File: config.mk
export PLATFORM = sky130hd
export DESIGN_NAME = rfu_core
export DESIGN_NICKNAME = d
export VERILOG_FILES = /design/src/rtl/rfu_pkg.sv /design/src/rtl/rfu_decode.sv /design/src/rtl/rfu_step.sv /design/src/rtl/rfu_regbank.sv /design/src/rtl/rfu_core.sv
export SDC_FILE = /design/constraint.sdc
export NUM_CORES = 1
export LEC_CHECK = 0
export CAP_MARGIN = 10
export CELL_PAD_IN_SITES_DETAIL_PLACEMENT = 1
export CELL_PAD_IN_SITES_GLOBAL_PLACEMENT = 1
export CORE_MARGIN = 3
export CORE_UTILIZATION = 35
export DETAILED_ROUTE_END_ITERATION = 8
export GPL_ROUTABILITY_DRIVEN = 0
export PLACE_DENSITY_LB_ADDON = 0.1
export SLEW_MARGIN = 10
export SYNTH_ARGS = -nofsm -noshare
export SYNTH_HDL_FRONTEND = slang
export SYNTH_SLANG_ARGS = --single-unit
File: constraint.sdc
create_clock -name clk -period 20.2 [get_ports clk]
set_clock_uncertainty 0.05 [all_clocks]
set_input_delay 6.06 -clock clk [delete_from_list [all_inputs] [get_ports clk]]
set_output_delay 6.06 -clock clk [all_outputs]
set_load 0.01 [all_outputs]
File: src/rtl/rfu_pkg.sv
package rfu_pkg;

    localparam int OP_W = 4;

    localparam logic [OP_W-1:0] OP_NOP    = 4'd0;
    localparam logic [OP_W-1:0] OP_PUT_LO = 4'd1;
    localparam logic [OP_W-1:0] OP_PUT_HI = 4'd2;
    localparam logic [OP_W-1:0] OP_GET_LO = 4'd3;
    localparam logic [OP_W-1:0] OP_GET_HI = 4'd4;
    localparam logic [OP_W-1:0] OP_SET_PC = 4'd5;
    localparam logic [OP_W-1:0] OP_SET_DP = 4'd6;
    localparam logic [OP_W-1:0] OP_ST_DEC = 4'd7;
    localparam logic [OP_W-1:0] OP_LD_ADV = 4'd8;
    localparam logic [OP_W-1:0] OP_LD_DP  = 4'd9;
    localparam logic [OP_W-1:0] OP_LD_SEL = 4'd10;
    localparam logic [OP_W-1:0] OP_FETCH  = 4'd11;

    // which register supplies the memory address
    typedef enum logic [1:0] {
        PTR_DP  = 2'd0,
        PTR_PC  = 2'd1,
        PTR_SEL = 2'd2
    } ptr_src_e;

    // post-access adjustment of the pointer register
    typedef enum logic [1:0] {
        STEP_NONE = 2'd0,
        STEP_INC  = 2'd1,
        STEP_DEC  = 2'd2
    } step_e;

    typedef struct packed {
        logic     mem_rd;
        logic     mem_wr;
        logic     is_fetch;
        ptr_src_e ptr;
        step_e    step;
        logic     put_lo;
        logic     put_hi;
        logic     get_lo;
        logic     get_hi;
        logic     set_pc;
        logic     set_dp;
    } ctl_t;

endpackage

File: src/rtl/rfu_decode.sv
module rfu_decode
    import rfu_pkg::*;
(
    input  logic [OP_W-1:0] op_i,
    output ctl_t            ctl_o
);

    always_comb begin
        ctl_o      = '0;
        ctl_o.ptr  = PTR_DP;
        ctl_o.step = STEP_NONE;
        case (op_i)
            OP_PUT_LO: ctl_o.put_lo = 1'b1;
            OP_PUT_HI: ctl_o.put_hi = 1'b1;
            OP_GET_LO: ctl_o.get_lo = 1'b1;
            OP_GET_HI: ctl_o.get_hi = 1'b1;
            OP_SET_PC: ctl_o.set_pc = 1'b1;
            OP_SET_DP: ctl_o.set_dp = 1'b1;
            OP_ST_DEC: begin
                ctl_o.mem_wr = 1'b1;
                ctl_o.step   = STEP_DEC;
            end
            OP_LD_ADV: begin
                ctl_o.mem_rd = 1'b1;
                ctl_o.step   = STEP_INC;
            end
            OP_LD_DP: begin
                ctl_o.mem_rd = 1'b1;
            end
            OP_LD_SEL: begin
                ctl_o.mem_rd = 1'b1;
                ctl_o.ptr    = PTR_SEL;
                ctl_o.step   = STEP_INC;
            end
            OP_FETCH: begin
                ctl_o.mem_rd   = 1'b1;
                ctl_o.is_fetch = 1'b1;
                ctl_o.ptr      = PTR_PC;
                ctl_o.step     = STEP_INC;
            end
            default: ;
        endcase
    end

endmodule

File: src/rtl/rfu_step.sv
module rfu_step
    import rfu_pkg::*;
#(
    parameter int W = 16
) (
    input  logic [W-1:0] val_i,
    input  step_e        step_i,
    output logic [W-1:0] val_o
);

    // plain W-bit arithmetic: wraps modulo 2^W
    always_comb begin
        case (step_i)
            STEP_INC: val_o = val_i + W'(1);
            STEP_DEC: val_o = val_i - W'(1);
            default:  val_o = val_i;
        endcase
    end

endmodule

File: src/rtl/rfu_regbank.sv
module rfu_regbank #(
    parameter int NREG  = 16,
    parameter int DW    = 16,
    parameter int BW    = 8,
    parameter int IDXW  = $clog2(NREG),
    parameter int NLANE = DW / BW
) (
    input  logic                      clk,
    input  logic                      rst_n,
    input  logic                      wr_en_i,
    input  logic [IDXW-1:0]           wr_idx_i,
    input  logic [NLANE-1:0]          wr_lane_i,
    input  logic [DW-1:0]             wr_data_i,
    output logic [NREG-1:0][DW-1:0]   regs_o
);

    for (genvar g = 0; g < NREG; g++) begin : g_reg
        logic [DW-1:0] r_d;
        logic [DW-1:0] r_q;

        always_comb begin
            r_d = r_q;
            for (int b = 0; b < NLANE; b++) begin
                if (wr_en_i && (wr_idx_i == IDXW'(g)) && wr_lane_i[b]) begin
                    r_d[b*BW +: BW] = wr_data_i[b*BW +: BW];
                end
            end
        end

        always_ff @(posedge clk or negedge rst_n) begin
            if (!rst_n) begin
                r_q <= '0;
            end else begin
                r_q <= r_d;
            end
        end

        assign regs_o[g] = r_q;
    end

endmodule

File: src/rtl/rfu_core.sv
module rfu_core
    import rfu_pkg::*;
#(
    parameter int NREG = 16,
    parameter int DW   = 16,
    parameter int BW   = 8
) (
    input  logic                     clk,
    input  logic                     rst_n,
    input  logic [OP_W-1:0]          op_i,
    input  logic [$clog2(NREG)-1:0]  sel_i,
    output logic [DW-1:0]            mem_addr_o,
    output logic                     mem_re_o,
    output logic                     mem_we_o,
    output logic [BW-1:0]            mem_wdata_o,
    input  logic [BW-1:0]            mem_rdata_i,
    output logic [BW-1:0]            acc_o,
    output logic [$clog2(NREG)-1:0]  pc_sel_o,
    output logic [$clog2(NREG)-1:0]  dp_sel_o,
    output logic                     instr_valid_o,
    output logic [BW-1:0]            instr_o
);

    localparam int IDXW  = $clog2(NREG);
    localparam int NLANE = DW / BW;
    localparam logic [NLANE-1:0] LANE_LO  = NLANE'(1);
    localparam logic [NLANE-1:0] LANE_HI  = NLANE'(1) << (NLANE - 1);
    localparam logic [NLANE-1:0] LANE_ALL = '1;

    typedef struct packed {
        logic [IDXW-1:0] pc_sel;
        logic [IDXW-1:0] dp_sel;
        logic [BW-1:0]   acc;
        logic            ld_pend;
        logic            fetch_pend;
    } state_t;

    state_t st_d, st_q;

    ctl_t                   ctl;
    logic [NREG-1:0][DW-1:0] regs;
    logic [IDXW-1:0]        ptr_idx;
    logic [DW-1:0]          ptr_val;
    logic [DW-1:0]          ptr_next;
    logic [DW-1:0]          sel_val;
    logic [BW-1:0]          acc_eff;
    logic                   put_any;
    logic                   wr_en;
    logic [IDXW-1:0]        wr_idx;
    logic [NLANE-1:0]       wr_lane;
    logic [DW-1:0]          wr_data;

    rfu_decode u_decode (
        .op_i  (op_i),
        .ctl_o (ctl)
    );

    rfu_regbank #(
        .NREG (NREG),
        .DW   (DW),
        .BW   (BW)
    ) u_regbank (
        .clk       (clk),
        .rst_n     (rst_n),
        .wr_en_i   (wr_en),
        .wr_idx_i  (wr_idx),
        .wr_lane_i (wr_lane),
        .wr_data_i (wr_data),
        .regs_o    (regs)
    );

    rfu_step #(
        .W (DW)
    ) u_step (
        .val_i  (ptr_val),
        .step_i (ctl.step),
        .val_o  (ptr_next)
    );

    // pointer and operand selection
    always_comb begin
        case (ctl.ptr)
            PTR_PC:  ptr_idx = st_q.pc_sel;
            PTR_SEL: ptr_idx = sel_i;
            default: ptr_idx = st_q.dp_sel;
        endcase
        ptr_val = regs[ptr_idx];
        sel_val = regs[sel_i];
        // a byte requested last cycle is the accumulator from now on
        acc_eff = st_q.ld_pend ? mem_rdata_i : st_q.acc;
    end

    // register write port: byte puts or pointer step-back
    always_comb begin
        put_any = ctl.put_lo | ctl.put_hi;
        wr_en   = put_any | ((ctl.mem_rd | ctl.mem_wr) & (ctl.step != STEP_NONE));
        wr_idx  = put_any ? sel_i : ptr_idx;
        wr_data = put_any ? {NLANE{acc_eff}} : ptr_next;
        if (ctl.put_lo) begin
            wr_lane = LANE_LO;
        end else if (ctl.put_hi) begin
            wr_lane = LANE_HI;
        end else begin
            wr_lane = LANE_ALL;
        end
    end

    // next state
    always_comb begin
        st_d     = st_q;
        st_d.acc = acc_eff;
        if (ctl.get_lo) begin
            st_d.acc = sel_val[BW-1:0];
        end
        if (ctl.get_hi) begin
            st_d.acc = sel_val[DW-1 -: BW];
        end
        if (ctl.set_pc) begin
            st_d.pc_sel = sel_i;
        end
        if (ctl.set_dp) begin
            st_d.dp_sel = sel_i;
        end
        st_d.ld_pend    = ctl.mem_rd & ~ctl.is_fetch;
        st_d.fetch_pend = ctl.is_fetch;
    end

    always_ff @(posedge clk or negedge rst_n) begin
        if (!rst_n) begin
            st_q <= '0;
        end else begin
            st_q <= st_d;
        end
    end

    assign mem_addr_o    = ptr_val;
    assign mem_re_o      = ctl.mem_rd;
    assign mem_we_o      = ctl.mem_wr;
    assign mem_wdata_o   = acc_eff;
    assign acc_o         = acc_eff;
    assign pc_sel_o      = st_q.pc_sel;
    assign dp_sel_o      = st_q.dp_sel;
    assign instr_valid_o = st_q.fetch_pend;
    assign instr_o       = mem_rdata_i;

endmodule

==> summary.md, run 1 <==
| Metric | Value |
|---|---|
| Layout cells sized above 1 | 24.57% |
| Clock Pin Slew Worst Setup and Hold Paths | 0.05 ns |
| Root buffer cell | clkbuf_16 |
| Die span in x | 224.0 µm |
| CP arrival | 11.11 ns |
| Worst VDD drop | 45.17 µV |
| Routed len/inst | 28.83 µm |
| Dpl ws | 3.063 ns |
| Resize count post-CTS | 0 |
| Yosys synthesis warning count | 0 |
| Dpl hpwl | 40620 µm |
| Top cells by count, synth | dfrtp_1, nand2_1, mux4_2 |
| Post-route DRC | 0 |
| Slowest library cell on the worst path | or2_4 |
| Postcts setup bufs | 0 |
| Ant. Diodes | 0 |
| Die height | 224.0 µm |
| Max frequency | 0.05806 GHz |
| Startpoint types | primary input |
| RSZ-0062 raised after global routing | false |
| Fillers | 5083 |
| Synth Flop Type | dfrtp_1 |
| Met3 GRT Util | 4.521% |
| Asr flop ratio synth | 100.0% |
| Num CTS Buffers | 35 |
| Hold_buf cts | 0 |
| Drt pass-1 iters | 5 |
| Final hold violations | 0 |
| Sequential fraction of the synthesis area | 41.21% |
| P&R area growth vs syn | 13.08% |
| Final Slew Violations | 0 |
| Grt peak-use layer | met2 |
| Post-synth EDFFs | 0 |
| Final setup viols | 0 |
| Min cycle time layout | 17.22 ns |
| Nets | 1583 |
| Hold Path Class | reg2reg |
| Met2 usage | 39.24% |
| Required @ worst endpoint | 14.09 ns |
| Global Route Usage Sum | 24.95% |
| Crit path kind | in2out |
| Die area | 50190 µm² |
| Core Rows | 79 |
| Largest net degree at the start of global routing | 81 |
| Top cells by area, synth | dfrtp_1, mux4_2, mux2_2, nand2_1, nor2_1 |
| Actual slew at the worst max-slew pin | 1.162 ns |
| Syn Inst Count | 1544 |
| Vias per cell | 5.989 |
| CP max stage delay | 0.74 ns |
| GR Layer Usage met1 | 36.15% |
| Cell area after synthesis | 16640 µm² |
| Max-slew headroom | 22.41% |
| Max-cap violations | 0 |
| Net Count, Synth | 1580 |
| Setup TNS | 0 ns |
| PD cells | 138.9 nW/µm² |
| CORE AREA | 46750 µm² |
| I/O pins | 69 |
| Global-route wire length before repair | 92430 µm |
| Final worst slack | 2.977 ns |
| Starting density of the core | 35.59% |
| Worst setup EP type | output port |
| Top cell type's share of synthesized area | 41.21% |
| Vias in the first global route | 13316 |
| Bufs on Longest Clock Path | 3 |
| Largest area contributor in the netlist | dfrtp_1 |
| Sinks on Clock Net | 274 |
| Leakage | 7.829 nW |
| Post-synth cell types | 76 |
| Clock latency on the worst-skew pair | 0.56 ns |
| Synthesis-stage register bit count | 274 |
| PortBufs | 68 |
| CP Cell Sequence | clkdlybuf4s50_1, nand2b_1, inv_1, nand2_1, ha_1, a221oi_4, or2_4, buf_4, mux4_2, nand2_1, and3_1, a31oi_1, clkdlybuf4s50_1 |
| Critical path peak fanout | 36 |
| DRT iter0 DRCs | 1033 |
| CTS tree | yes |
| Buffer and inverter count on the worst path | 4 |
| Routed Antenna Nets | 0 |
| Syn avg cell area | 10.78 µm² |
| Initial antenna violation count | 0 |
| GRT overflow | 0 |
| Tcrit/Tclk final | 85.26% |
| Outcome | complete, no violations |
| Crit-path leading delay family | buffers and inverters |
| H-tree Lvls | 2 |
| Final WL | 62790 µm |
| Vias | 13044 |
| Most frequent cell after synthesis | dfrtp_1 |
-- registers in the layout (all words and copies together) (netlist names) --
| register | flops |
|---|---|
| instr_valid_o | 1 |
| dp_sel_o | 4 |
| u_regbank.g.r_q | 256 |
| st_q | 9 |
| pc_sel_o | 4 |
-- cells by family after synthesis --
logic type / synth area share (%)
adders and majority gates: 1.399
muxes: 27.00
and+or+nand+nor: 12.72
buffers and inverters: 5.121
xor gates and xnor gates: 0.7896
DFF: 41.21
AOI/OAI and AO/OA: 11.76
-- worst paths after layout --
path,slack [ns],to,cells past startpoint,startpoint
setup / recovery,2.98,mem_addr_o[9],13,op_i[2]
hold / removal,0.45,u_regbank.g_reg[11].r_q[2]$_DFFE_PN0P_,2,u_regbank.g_reg[11].r_q[2]$_DFFE_PN0P_
setup reg to reg,13.89,u_regbank.g_reg[13].r_q[15]$_DFFE_PN0P_,16,pc_sel_o[1]$_DFFE_PN0N_
hold reg to reg,0.45,u_regbank.g_reg[11].r_q[2]$_DFFE_PN0P_,2,u_regbank.g_reg[11].r_q[2]$_DFFE_PN0P_
max in group asynchronous,13.16,st_q[5]$_DFF_PN0_,2,rst_n
min in group asynchronous,5.46,u_regbank.g_reg[2].r_q[0]$_DFFE_PN0P_,1,rst_n
-- layout by cell type, fill, tap and decap left out, drive strengths merged, types with 6 or more instances in the layout --
| cell type | n |
|---|---|
| dfrtp | 274 |
| nand2b | 11 |
| a21oi | 74 |
| nand3 | 35 |
| clkbuf | 51 |
| a211oi | 7 |
| nand2 | 261 |
| ha | 17 |
| buf | 43 |
| clkinv | 6 |
| a31oi | 28 |
| o22ai | 11 |
| nor2b | 8 |
| xnor2 | 10 |
| clkdlybuf4s50 | 64 |
| and3 | 16 |
| mux2i | 19 |
| o21a | 7 |
| mux2 | 115 |
| o31ai | 23 |
| nor3 | 15 |
| nor2 | 135 |
| mux4 | 133 |
| o21ai | 114 |
| inv | 26 |
-- tightest hold or removal path, cell delays in order (launching register included) --
cell     delay (ns)
dfrtp_1        0.35
nand2_1        0.05
o21ai_0        0.06
-- per-stage QoR --
stage	area (µm²)	util [%]	hold WS (ns)	instances	power, mW
2_1_floorplan	16640	-	0.4082	1544	1.602
3_3_place_gp	17660	37.77	0.4252	2117	1.944
6_report	18820	40.24	0.4461	2178	2.613
4_1_cts	18820	40.24	0.4521	2178	2.625
5_1_grt	18820	40.24	0.4807	2178	2.765
3_5_place_dp	17660	37.77	0.4393	2117	1.969
-- power by group --
group | switching (mW) | internal [mW] | leakage (nW)
logic | 0.565 | 0.487 | 3.69
registers | 0.165 | 0.755 | 3.57
clock network | 0.252 | 0.388 | 0.571
-- per-layer routing --
layer	part of all wire [%]	vias up
met3	6.0	74
met5	0	-
met4	2.0	0
li1	-	5614
met2	46	400
met1	46	6956
-- final cells by class --
cell class / count / area [µm²] / share of cell area (%)
Multi-Input combinational cell: 1104 / 8980 / 47.73
Sequential cell: 274 / 6857 / 36.44
Clock buffer: 51 / 1017 / 5.406
Timing Repair Buffer: 107 / 968.4 / 5.147
Tap cell: 607 / 759.5 / 4.036
Clock inverter: 10 / 140.1 / 0.7448
Inverter: 25 / 93.84 / 0.4987
(Power assumes the default switching activity.)
==> run 2: changes to the inputs <==
Clock period 20.2 ns to 17.46 ns, I/O delays scaled along.
==> run 2 against run 1 <==
Worst hold slack is essentially flat. Design area fell by 0.43%. Sequential cell count did not move. Via count down 0.80%. Critical endpoint is now mem_addr_o[6]. Largest power group unchanged. Highest routed layer unchanged.
==> summary.md, run 2 (synthesis gave the netlist of run 1 again) <==
| Metric | Value |
|---|---|
| Outcome | complete, no violations |
| Dpl hpwl | 40840 µm (+0.55%) |
| Combinational share of power | 40.9% (+0.6 points) |
| Regs by FF count | u_regbank.g.r_q (256), st_q (9) |
| Drt pass-1 iters | 5 (unchanged) |
| CTS tree | yes |
| Max-cap violations | 0 (unchanged) |
| Bufs on Longest Clock Path | 3 (unchanged) |
| Crit path kind | in2out |
| Fillers | 5035 (-0.94%) |
| Routed len/inst | 28.50 µm (-1.1%) |
| Max-slew headroom | 22.55% (+0.15 points) |
| Layout cells sized above 1 | 24.15% (-0.42 points) |
| Sinks on Clock Net | 274 (unchanged) |
| Commonest non-fill, non-tap cell in the layout | dfrtp_1 |
| GRT overflow | 0 (unchanged) |
| Postcts setup bufs | 0 (unchanged) |
| Worst VDD drop | 65.57 µV (+45%) |
| Tot Pwr | 2.971 mW (+14%) |
| Die area | 50190 µm² (unchanged) |
| Max frequency | 0.06633 GHz |
| Starting density of the core | 35.59% (unchanged) |
| Root buffer cell | clkbuf_16 |
| Largest register FFs | 256 (unchanged) |
| Hold_buf cts | 0 (unchanged) |
| CP max stage delay | 0.68 ns (-0.06 ns) |
| Switching power | 1.128 mW (+15%) |
| Routed Antenna Nets | 0 (unchanged) |
| Post-route DRC | 0 (unchanged) |
| Ant. Diodes | 0 (unchanged) |
| Final WL | 61910 µm (-1.4%) |
| Hold Path Class | reg2reg |
| Nets | 1582 (-0.063%) |
| Flop pwr share | 35.9% (+0.7 points) |
| Global Route Usage Sum | 24.81% (-0.14 points) |
| Most frequent cells in the layout | dfrtp_1, nand2_1, mux4_2, nor2_1, mux2_2 |
| P_int | 1.843 mW (+13%) |
| DRT iter0 DRCs | 1070 (+3.6%) |
| RSZ-0062 raised after global routing | false |
| Clock latency on the worst-skew pair | 0.55 ns (about the same) |
| CP arrival | 9.79 ns (-1.32 ns) |
| Min Hold Slack | 0.4457 ns (-0.0003700 ns) |
| Vias | 12940 (-0.80%) |
| Initial antenna violation count | 0 (unchanged) |
| Setup TNS | 0 ns (unchanged) |
| Global-route wire length before repair | 92270 µm (-0.17%) |
| Die height | 224.0 µm (unchanged) |
| CORE AREA | 46750 µm² (unchanged) |
| Biggest register | u_regbank.g.r_q |
| Largest net degree at the start of global routing | 87 (+7.4%) |
| CP Cell Sequence | clkdlybuf4s50_1, nand2b_1, inv_1, nand2_1, ha_1, a221oi_4, or2_4, buf_12, mux4_2, nand2_1, and3_1, a31oi_1, clkdlybuf4s50_1 |
| Slowest library cell on the worst path | or2_4 |
| PD cells | 158.6 nW/µm² (+14%) |
| Core Rows | 79 (unchanged) |
| Vias in the first global route | 13343 (+0.20%) |
| Switching part of the total | 37.97% (+0.34 points) |
| Worst setup EP type | output port |
| Startpoint types | primary input |
| Die span in x | 224.0 µm (unchanged) |
| PortBufs | 68 (unchanged) |
| Final Slew Violations | 0 (unchanged) |
| Actual slew at the worst max-slew pin | 1.162 ns (-0.00005406 ns) |
| Resize count post-CTS | 0 (unchanged) |
| I/O pins | 69 (unchanged) |
| Critical path peak fanout | 32 (-11%) |
| P&R area growth vs syn | 12.60% |
| Clock network fraction of design power | 23.2% (-1.3 points) |
| Final hold violations | 0 (unchanged) |
| Tcrit/Tclk final | 86.35% |
| Required @ worst endpoint | 12.17 ns (-1.92 ns) |
| Final setup viols | 0 (unchanged) |
| Min cycle time layout | 15.08 ns |
| Num CTS Buffers | 34 (-2.9%) |
| H-tree Lvls | 2 (unchanged) |
| Leakage | 7.787 nW (-0.54%) |
| Vias per cell | 5.958 (-0.52%) |
| Clock Pin Slew Worst Setup and Hold Paths | 0.06 ns (about the same) |
## run 2: worst paths after layout
kind / startpoint / endpoint / slack [ns] / cells after the start
worst max register to register: pc_sel_o[0]$_DFFE_PN0N_ / u_regbank.g_reg[7].r_q[15]$_DFFE_PN0P_ / 11.15 / 17
worst min register to register: u_regbank.g_reg[11].r_q[14]$_DFFE_PN0P_ / u_regbank.g_reg[11].r_q[14]$_DFFE_PN0P_ / 0.45 / 2
worst max-delay path: op_i[2] / mem_addr_o[6] / 2.38 / 13
max in group asynchronous: rst_n / u_regbank.g_reg[6].r_q[15]$_DFFE_PN0P_ / 10.55 / 3
min in group asynchronous: rst_n / u_regbank.g_reg[0].r_q[0]$_DFFE_PN0P_ / 4.62 / 1
worst min-delay path: u_regbank.g_reg[11].r_q[14]$_DFFE_PN0P_ / u_regbank.g_reg[11].r_q[14]$_DFFE_PN0P_ / 0.45 / 2
## run 2: area by class of cell
class | instances | area [µm²] | area share (%)
multi-input combinational | 1104 | 8981 | 47.94
sequential | 274 | 6857 | 36.60
timing repair buffer | 107 | 993.5 | 5.303
clock buffer | 49 | 988.4 | 5.276
tap | 607 | 759.5 | 4.054
inverter | 25 | 93.84 | 0.5009
clock inverter | 6 | 61.31 | 0.3273
## run 2: per-stage QoR
step / util (%) / instances / setup slack, ns / instance area, µm²
after floorplan: - / 1544 / 4.150 / 16640
after global placement: 37.80 / 2117 / 2.502 / 17670
after detailed placement: 37.80 / 2117 / 2.385 / 17670
after CTS: 40.05 / 2172 / 2.379 / 18720
after global routing: 40.07 / 2172 / 2.101 / 18730
final: 40.07 / 2172 / 2.384 / 18730
## run 2: power by group through the flow
stage	Sequential [mW]	Combinational [mW]	Clock [mW]
after global routing	1.10	1.31	0.735
final	1.07	1.22	0.689
after floorplan	0.995	0.858	0
after detailed placement	1.07	1.21	0
after CTS	1.06	1.21	0.709
after global placement	1.06	1.19	0
## run 2: critical path: cells and delay by family
kind	cells	cell delay, ns
compound gates	2	0.88
fa+ha+maj	1	0.46
simple gates	5	1.25
mux	1	0.27
buf+inv	4	1.63
## run 2: metal layers
metal | global-route usage (%) | routed length [µm] | vias to the layer above
li1 | - | - | 5604
met1 | 36.24 | 28870 | 6875
met2 | 38.90 | 28250 | 374
met5 | 0 | 0 | -
met4 | 7.057 | 1531 | 0
met3 | 3.250 | 3252 | 87
